File: src/rtl/synth_ctl_port.sv
module synth_ctl_port #(
  parameter int DATA_W      = 18,
  parameter int ADDR_W      = 4,
  parameter int IF_W        = 16,
  parameter int SYNC_STAGES = 2
) (
  input  logic              clk,
  input  logic              rst,
  input  logic              ser_clk,
  input  logic              ser_dat,
  input  logic              ser_en_n,
  input  logic              hw_pwr_n,
  output logic [1:0]        aux_sel,
  output logic              low_pwr,
  output logic              auto_on,
  output logic              if_on_bit,
  output logic              rf_on_bit,
  output logic [DATA_W-1:0] n_rf1,
  output logic [DATA_W-1:0] n_rf2,
  output logic [IF_W-1:0]   n_if,
  output logic              rf_band,
  output logic              if_en,
  output logic              rf_en,
  output logic              ref_en
);
  localparam int FRAME_W = DATA_W + ADDR_W;
  localparam int AUX_LSB = 12;
  localparam int LPW_BIT = 5;
  localparam int AUT_BIT = 3;
  localparam int PDI_BIT = 1;
  localparam int PDR_BIT = 0;
  localparam logic [ADDR_W-1:0] A_MAIN = ADDR_W'(0);
  localparam logic [ADDR_W-1:0] A_PWR  = ADDR_W'(2);
  localparam logic [ADDR_W-1:0] A_NRF1 = ADDR_W'(3);
  localparam logic [ADDR_W-1:0] A_NRF2 = ADDR_W'(4);
  localparam logic [ADDR_W-1:0] A_NIF  = ADDR_W'(5);

  logic [SYNC_STAGES-1:0] sck_sy, sen_sy, sda_sy;
  logic                   sck_q, sen_q;
  logic [FRAME_W-1:0]     shreg;

  wire sck      = sck_sy[SYNC_STAGES-1];
  wire sen_lvl  = sen_sy[SYNC_STAGES-1];
  wire sda      = sda_sy[SYNC_STAGES-1];
  wire sck_rise = sck & ~sck_q;
  wire wr_stb   = sen_lvl & ~sen_q;
  wire [ADDR_W-1:0] wr_addr = shreg[ADDR_W-1:0];

  always_ff @(posedge clk) begin
    if (rst) begin
      sck_sy <= '0;
      sen_sy <= '1;
      sda_sy <= '0;
      sck_q  <= 1'b0;
      sen_q  <= 1'b1;
    end else begin
      sck_sy <= {sck_sy[SYNC_STAGES-2:0], ser_clk};
      sen_sy <= {sen_sy[SYNC_STAGES-2:0], ser_en_n};
      sda_sy <= {sda_sy[SYNC_STAGES-2:0], ser_dat};
      sck_q  <= sck;
      sen_q  <= sen_lvl;
    end
  end

  always_ff @(posedge clk) begin
    if (rst)
      shreg <= '0;
    else if (sck_rise && !sen_lvl)
      shreg <= {shreg[FRAME_W-2:0], sda};
  end

  always_ff @(posedge clk) begin
    if (rst) begin
      aux_sel   <= '0;
      low_pwr   <= 1'b0;
      auto_on   <= 1'b0;
      if_on_bit <= 1'b0;
      rf_on_bit <= 1'b0;
      n_rf1     <= '0;
      n_rf2     <= '0;
      n_if      <= '0;
      rf_band   <= 1'b0;
    end else if (wr_stb) begin
      case (wr_addr)
        A_MAIN: begin
          aux_sel <= shreg[ADDR_W+AUX_LSB +: 2];
          low_pwr <= shreg[ADDR_W+LPW_BIT];
          auto_on <= shreg[ADDR_W+AUT_BIT];
        end
        A_PWR: begin
          if_on_bit <= shreg[ADDR_W+PDI_BIT];
          rf_on_bit <= shreg[ADDR_W+PDR_BIT];
        end
        A_NRF1: begin
          n_rf1   <= shreg[FRAME_W-1:ADDR_W];
          rf_band <= 1'b0;
        end
        A_NRF2: begin
          n_rf2   <= shreg[FRAME_W-1:ADDR_W];
          rf_band <= 1'b1;
        end
        A_NIF: n_if <= shreg[ADDR_W +: IF_W];
        default: ;
      endcase
    end
  end

  assign if_en  = hw_pwr_n & (if_on_bit | auto_on);
  assign rf_en  = hw_pwr_n & (rf_on_bit | auto_on);
  assign ref_en = if_en | rf_en;
endmodule

File: config.mk
export PLATFORM = sky130hd
export DESIGN_NAME = synth_ctl_port
export DESIGN_NICKNAME = d
export VERILOG_FILES = /design/src/rtl/synth_ctl_port.sv
export SDC_FILE = /design/constraint.sdc
export NUM_CORES = 1
export LEC_CHECK = 0
export ABC_AREA = 1
export BUFFER_PORTS_ARGS = -buffer_cell sky130_fd_sc_hd__clkbuf_2
export CAP_MARGIN = 0
export CORE_ASPECT_RATIO = 1.4
export CORE_UTILIZATION = 44
export CTS_CLUSTER_SIZE = 40
export DETAILED_ROUTE_END_ITERATION = 6
export PLACE_DENSITY = 0.65
export SYNTH_ARGS = -nofsm -noshare
export SYNTH_HDL_FRONTEND = slang
export SYNTH_SLANG_ARGS = --single-unit
File: constraint.sdc
create_clock -name clk -period 3.45 [get_ports clk]
set_clock_uncertainty 0.05 [all_clocks]
set_input_delay 0.1725 -clock clk [delete_from_list [all_inputs] [get_ports clk]]
set_output_delay 0.1725 -clock clk [all_outputs]
set_load 0.1 [all_outputs]
# After elaboration in Yosys (flattened, before gate mapping)
# Cells that the tools add are included.
word_totals:
  regBits: 89
  input_bits: 6
  out_inout_bits: 62
  elab_cells: 39
classes:
  eq_ne: 4
  n_mux: 1
  bitwise: 9
  n_reduce_logical: 10
op_table:
  columns: ["op", "n"]
  rows:
  - ["$reduce_and A2 Y1", 6]
  - ["$eq A4 B2 Y1 const B", 2]
  - ["$eq A4 B3 Y1 const B", 2]
  - ["$and A1 B1 Y1", 4]
  - ["$logic_not A4 Y1", 1]
  - ["$or A1 B1 Y1", 3]
  - ["$not A1 Y1", 2]
  - ["$pmux W1 S2", 1]
  - ["$reduce_bool A2 Y1", 1]
  - ["$logic_and A1 B1 Y1", 1]
  - ["$logic_not A1 Y1", 1]

# Logic depth before layout (Yosys ltp)
# Gate-level depths: netlist of run 1.
depth:
  word_depth: 3
  depth_mapped: 7
  ltp_nobuf: 6

# Least setup slack after synthesis of run 1
# Ideal clock, no wire load.
synth_timing:
  path_kind: "flip-flop to output port"
  from: "reg if_on_bit"
  to: "out ref_en"
  arrival_time_ns: 2.811
  required_time_ns: 3.227
  setup_slack_ns: 0.416
  path_stages_with_launch: 3
  n_path_buf: 0
  path_cell_list: "dfxtp_1 -> inv_1 -> a31oi_1"
synth_via:
  elab_chain_len: 3
synth_lines:
  columns: ["item", "line_no", "text"]
  rows:
  - ["start, declared", "16", "output logic if_on_bit,"]
  - ["start signal, assigned", "91", "if_on_bit <= shreg[ADDR_W+PDI_BIT];"]
  - ["$or A1 B1 Y1", "108", "assign if_en = hw_pwr_n & (if_on_bit | auto_on);"]
  - ["$and A1 B1 Y1", "108", null]
  - ["$or A1 B1 Y1", "110", "assign ref_en = if_en | rf_en;"]
  - ["end, declared", "24", "output logic ref_en"]
# Every way passes these cells.

# Worst setup path after layout of run 1
layout_timing:
  from: "reg sen_sy[1]"
  to: "reg n_rf1[1]"
layout_via:
  elab_chain_len: 2
layout_lines:
  columns: ["item", "line_no", "text"]
  rows:
  - ["start, declared", "38", "logic [SYNC_STAGES-1:0] sck_sy, sen_sy, sda_sy;"]
  - ["start signal, assigned", "58", "sen_sy <= {sen_sy[SYNC_STAGES-2:0], ser_en_n};"]
  - ["$and A1 B1 Y1", "46", "wire wr_stb = sen_lvl & ~sen_q;"]
  - ["$reduce_and A2 Y1 (no source line)", null, null]
  - ["end signal, assigned", "95", "n_rf1 <= shreg[FRAME_W-1:ADDR_W];"]
  - ["end, declared", "18", "output logic [DATA_W-1:0] n_rf1,"]
# Every way passes these cells.
# A chain may end at the register's enable or synchronous reset.

==> results_dict.tcl, run 1 <==
set metrics [dict create \
    final.fill_count 806 \
    dr_total_vias 3245 \
    synth_fp_nets 549 \
    wl_per_cell_um 11.6 \
    hold_viol 0 \
    die_h_um 111 \
    synth_edf_count 0 \
    endpoint_kind "flop" \
    synth_cells 543 \
    ir_drop_v 0.000286 \
    syn_area_mm2 0.00371 \
    tightest_slew_ns 0.680 \
    drt-total-wl_mm 8.19 \
    synth-main-ff-cell "dfxtp_1" \
    dpl.cell_count 689 \
    clock_sinks 89 \
    cts_resized 0 \
    final_common_cell "nand2_1" \
    r2r_cells 6 \
    fin_cells 708 \
    row_count 39 \
    slew_viol_final 0 \
    path_clk_slew_ns 0.07 \
    yosysUniqueCellTypes 20 \
    dpl.hpwl_mm 5.52 \
    critical_path_class "reg -> reg" \
    seqCellArea_mm2 0.00178 \
    track_usage 0.197 \
    hold_path.class "in -> reg" \
    yosysSeqAreaShare 0.480 \
    synth.yosys.warnings 0 \
    leakagePower_uw 0.00211 \
    antenna_found_initial 0 \
    async_reset_ff_frac 0 \
    diodes 0 \
    grt_pass1_wl_mm 13.6 \
    die_x_um 79.6 \
    drt_pre_antenna_iters 4 \
    max_freq_mhz 559 \
    gp_congestion 0.820 \
    floorplan.die_area_mm2 0.00880 \
    hold_depth 2 \
    vias_per_cell 4.58 \
    rsz0062_at_grt "false" \
    cts_buffers 9 \
    maxCapViolCount 0 \
    critical_path.max_fanout 37 \
    setup_viol 0 \
    relSlewSlack 0.546 \
    grt_max_degree 61 \
    area_growth_pct 18.5 \
    clk_path_buf_depth 2 \
    ys_ff_latch 89 \
    io-pin-count 68 \
    clk_latency_ns 0.34 \
    drt_iter0_drc 173 \
    final_cell_mix "nand2_1 (130), nor2_1 (105), inv_1 (90)" \
    post-route-drc-count 0 \
    fin_crit_sh 0.519 \
    grt_pass1_vias 2851 \
    cts-root-buf "clkbuf_16" \
    worst_ep_required_time_ns 3.68 \
    h-tree-depth 3 \
    fin_nets 607 \
    core_mm2 0.00815 \
    multi_input_area_mm2 0.00145 \
    status "completed" \
    syn_area_per_cell_um2 6.83 \
    start_util 0.455 \
    ant_nets 0 \
    cts_tree "done" \
    critPathLaunchType "flop" \
    layout-drive-gt1-share 0.167 \
    setup_tns_ns 0 \
    min_period_ns 1.79 \
    power.density_mw_per_mm2 476 \
    cp.arrival_ns 2.02 \
    portBuffers 67 \
    grt_overflow 0 \
]
metrics by stage:
stage	total power [µW]	utilization	hold slack, ns	instance area, µm²	setup WS (ns)
finish	2090	0.539	0.346	4390	1.66
global route	2170	0.539	0.370	4390	1.44
CTS	2110	0.539	0.351	4390	1.66
detailed placement	1130	0.498	0.318	4060	1.70
global placement	1130	0.498	0.314	4060	1.78
floorplan	1110	-	0.226	3710	0.416
path summary, 6_finish.rpt:
path | from | endpoint | slack (ns)
max | sen_sy[1] | n_rf1[1] | 1.66
min | rst | sda_sy[0] | 0.35
max reg2reg | sen_sy[1] | n_rf1[1] | 1.66
min reg2reg | sck_sy[0] | sck_sy[1] | 0.35
kinds of logic after synthesis:
logic type	Yosys count	synth area share
buf+inv	120	0.130
flops	89	0.480
compound gates	26	0.0354
simple gates	308	0.354
synthesized netlist by cell type, types with 3 or more instances:
master    count  area [µm²]
nand2_1     130         488
nor2_1      105         394
inv_1        90         338
dfxtp_1      89        1780
nand3_1      61         305
a21oi_1      25         125
clkbuf_1      9        33.8
buf_2         7        35.0
buf_1         4        15.0
buf_4         4        30.0
inv_2         4        15.0
nor2_2        3        18.8
nor2_4        3        33.8
registers in the layout, summed over array words and instances (netlist names):
register,cells
sck_sy,2
shreg,22
sen_sy,2
sck_q,1
rf_on_bit,1
n_rf1,18
sen_q,1
aux_sel,2
if_on_bit,1
sda_sy,2
n_if,16
low_pwr,1
auto_on,1
rf_band,1
n_rf2,18
metal layers:
layer / track usage / vias to the layer above / routed length (µm)
li1: - / 1731 / -
met1: 0.251 / 1430 / 3700
met2: 0.317 / 72 / 3980
met3: 0.0388 / 12 / 367
met4: 0.0861 / 0 / 144
met5: 0 / - / 0
worst max-delay path, stage by stage, from the launching register on:
cell     delay (ns)
dfxtp_1        0.37
inv_2          0.21
nor2_8         0.35
nand3_4        0.39
nand2_1        0.17
nand2_1        0.07
nor2_1         0.11
timing repair:
item	CTS	global route
hold endpoints to repair	3	0
buffers inserted	0	0
hold buffers	3	0
where the power goes:
part	switching [µW]	internal (µW)
Sequential	2.53	1030
Combinational	54.0	16.8
Clock	417	567
final cells by class:
type | instances | share of cell area
repair buffers | 72 | 0.0866
clock buffers | 9 | 0.0513
well taps | 102 | 0.0290
inverters | 95 | 0.0812
flip-flops and latches | 89 | 0.405
clock inverters | 7 | 0.0177
multi-input cells | 334 | 0.329
Note: power is estimated with default switching activity, not from simulation.
==> inputs of run 2 (changes only) <==
--- a/config.mk
+++ b/config.mk
@@ -5,14 +5,14 @@
 export SDC_FILE = /design/constraint.sdc
 export NUM_CORES = 1
 export LEC_CHECK = 0
-export ABC_AREA = 1
+export ABC_AREA = 0
 export BUFFER_PORTS_ARGS = -buffer_cell sky130_fd_sc_hd__clkbuf_2
 export CAP_MARGIN = 0
 export CORE_ASPECT_RATIO = 1.4
 export CORE_UTILIZATION = 44
 export CTS_CLUSTER_SIZE = 40
 export DETAILED_ROUTE_END_ITERATION = 6
-export PLACE_DENSITY = 0.65
+export PLACE_DENSITY = 0.66
 export SYNTH_ARGS = -nofsm -noshare
 export SYNTH_HDL_FRONTEND = slang
 export SYNTH_SLANG_ARGS = --single-unit
==> constraint.sdc (replaced) <==
create_clock -name clk -period 1.7 [get_ports clk]
set_clock_uncertainty 0.05 [all_clocks]
set_input_delay 0.085 -clock clk [delete_from_list [all_inputs] [get_ports clk]]
set_output_delay 0.085 -clock clk [all_outputs]
set_load 0.1 [all_outputs]
==> run 2 against run 1 <==
Net effect:
- sequential power is 100% higher
- non-clock buffer count increased by 2
- cell count shrank 30%
- sequential cell count is the same
- critical path type is now reg -> out
==> results_dict.tcl, run 2 <==
set metrics [dict create \
    status "completed" \
    grt_pass1_vias 2140 \
    clock_sinks 89 \
    relSlewSlack 0.636 \
    maxCapViolCount 0 \
    post-route-drc-count 0 \
    ys_top_cells_by_area "dfxtp_1 (52%), mux2i_1 (17%), nand2b_1 (14%), nand2_1 (4.9%), a21oi_1 (3.4%)" \
    syn_area_per_cell_um2 10.3 \
    ir_drop_v 0.000592 \
    final.fill_count 687 \
    fin_nets 403 \
    ant_nets 0 \
    rsz0062_at_grt "false" \
    synth_edf_count 0 \
    synth_cells 332 \
    critical_path.max_fanout 3 \
    fin_crit_sh 0.955 \
    synth_commonest_cells "dfxtp_1 (89), nand2b_1 (76), mux2i_1 (58)" \
    h-tree-depth 3 \
    drt_pre_antenna_iters 4 \
    core_mm2 0.00745 \
    final_common_cell "dfxtp_1" \
    synth_xor_area_frac 0 \
    fin_util 0.543 \
    row_count 37 \
    diodes 0 \
    yosysTopAreaCellShare 0.519 \
    fin_area_mm2 0.00405 \
    endpoint_kind "primary output" \
    die_h_um 107 \
    min_period_ns 1.62 \
    cts-root-buf "clkbuf_8" \
    dpl.hpwl_mm 4.15 \
    cts_setup_buffers 0 \
    yosysUniqueCellTypes 22 \
    cts_resized 0 \
    yosysSeqAreaShare 0.519 \
    grt_pass1_wl_mm 10.1 \
    layout-drive-gt1-share 0.248 \
    max_freq_mhz 616 \
    reg_top3 "shreg: 22 flops, n_rf1: 18 flops, n_rf2: 18 flops" \
    synth_adder_area_share 0 \
    critPathLaunchType "flop" \
    setup_tns_ns 0 \
    clk_path_buf_depth 2 \
    grt_overflow 0 \
    hold_path.class "in -> reg" \
    cts_buffers 9 \
    top_register "shreg" \
    vias_per_cell 4.73 \
    clk_latency_ns 0.34 \
    start_util 0.461 \
    synth_compound_area_frac 0.0379 \
    ys_ff_latch 89 \
    synth_simple_gate_area_frac 0.234 \
    synth.yosys.warnings 0 \
    dr_total_vias 2352 \
    drt-total-wl_mm 6.41 \
    critical_path_class "reg -> out" \
    synth_top_family_by_area "simple AND/OR/NAND/NOR gates" \
    setup_viol 0 \
    wl_per_cell_um 12.9 \
    path_clk_slew_ns 0.08 \
    seqCellArea_mm2 0.00179 \
    leakagePower_uw 0.00177 \
    final_cell_mix "dfxtp_1 (86), nand2b_1 (76), clkbuf_2 (67)" \
    area_growth_pct 17.9 \
    cts_tree "done" \
    floorplan.die_area_mm2 0.00817 \
    cp.arrival_ns 1.49 \
    yosysTopAreaCell "dfxtp_1" \
    yosysMostFrequentCell "dfxtp_1" \
    tightest_slew_ns 0.548 \
    synth_fp_nets 338 \
    die_x_um 76.7 \
    slew_viol_final 0 \
    fin_cells 497 \
    gp_congestion 0.713 \
    hold_viol 0 \
    portBuffers 67 \
    dpl.cell_count 480 \
    largest_reg_flops 22 \
    drt_iter0_drc 126 \
    syn_area_mm2 0.00343 \
    grt_max_degree 108 \
    multi_input_area_mm2 0.00154 \
    track_usage 0.159 \
    async_reset_ff_frac 0 \
    yosys-mux-area-fraction 0.169 \
    antenna_found_initial 0 \
    synth-main-ff-cell "dfxtp_1" \
    io-pin-count 68 \
    power.density_mw_per_mm2 880 \
    dpl_cell_area_mm2 0.00383 \
    worst_ep_required_time_ns 1.56 \
]
[run 2: cell types whose count changed after synthesis, moves of 5 or more]
cell	before	now
nor2b_1	0	5
mux2i_1	0	58
nor2_1	105	1
inv_1	90	0
nand3_1	61	0
nand2_1	130	45
nand2b_1	0	76
[run 2: critical path: stages, from the launching register on]
cell and delay, ns:
dfxtp_2 0.34, o21a_4 0.21, or2_4 0.23, clkbuf_2 0.36
[run 2: final timing paths]
| path | startpoint | to | slack [ns] | cells after the start |
|---|---|---|---|---|
| worst min register to register | sen_sy[0] | sen_sy[1] | 0.36 | 1 |
| worst max-delay path | if_on_bit | ref_en | 0.08 | 3 |
| worst max register to register | shreg[2] | n_rf1[11] | 0.15 | 3 |
| worst min-delay path | rst | sck_sy[1] | 0.16 | 3 |
[run 2: power breakdown]
part / internal, µW / switching [µW]
sequential: 2090 / 3.63
combinational: 46.9 / 39.0
clock: 702 / 682
total: 2840 / 725
[run 2: per-layer routing]
layer	track usage	share of wire	vias to the layer above
li1	-	-	1213
met1	0.197	0.46	1083
met2	0.251	0.48	45
met3	0.0361	0.031	11
met4	0.0920	0.022	0
met5	0	0	-
[run 2: logic make-up (layout without fill, tap and decap cells)]
logic type / after synthesis / after routing
AOI/OAI and AO/OA: 25 / 25
buffers and inverters: 20 / 88
DFF: 89 / 89
muxes: 58 / 58
and+or+nand+nor: 140 / 140
[run 2: metrics by stage]
| step | setup WS, ns | hold WS (ns) | power, µW |
|---|---|---|---|
| floorplan | 0.112 | 0.139 | 2200 |
| global placement | 0.267 | 0.218 | 2220 |
| detailed placement | 0.170 | 0.219 | 2220 |
| CTS | 0.0537 | 0.167 | 3610 |
| global route | 0.0234 | 0.184 | 3700 |
| finish | 0.0768 | 0.162 | 3560 |
[run 2: final cells by class]
class                           count  share of cell area
Sequential cell                    89               0.441
Multi-Input combinational cell    223               0.380
Timing Repair Buffer               74               0.104
Clock buffer                       11              0.0349
Tap cell                           97              0.0300
Clock inverter                      3              0.0105
[run 2: timing repair]
| action | CTS | global route |
|---|---|---|
| endpoints found under the setup margin | 0 | 0 |
| hold buffers | 3 | 0 |
| endpoints found under the hold margin | 3 | 0 |
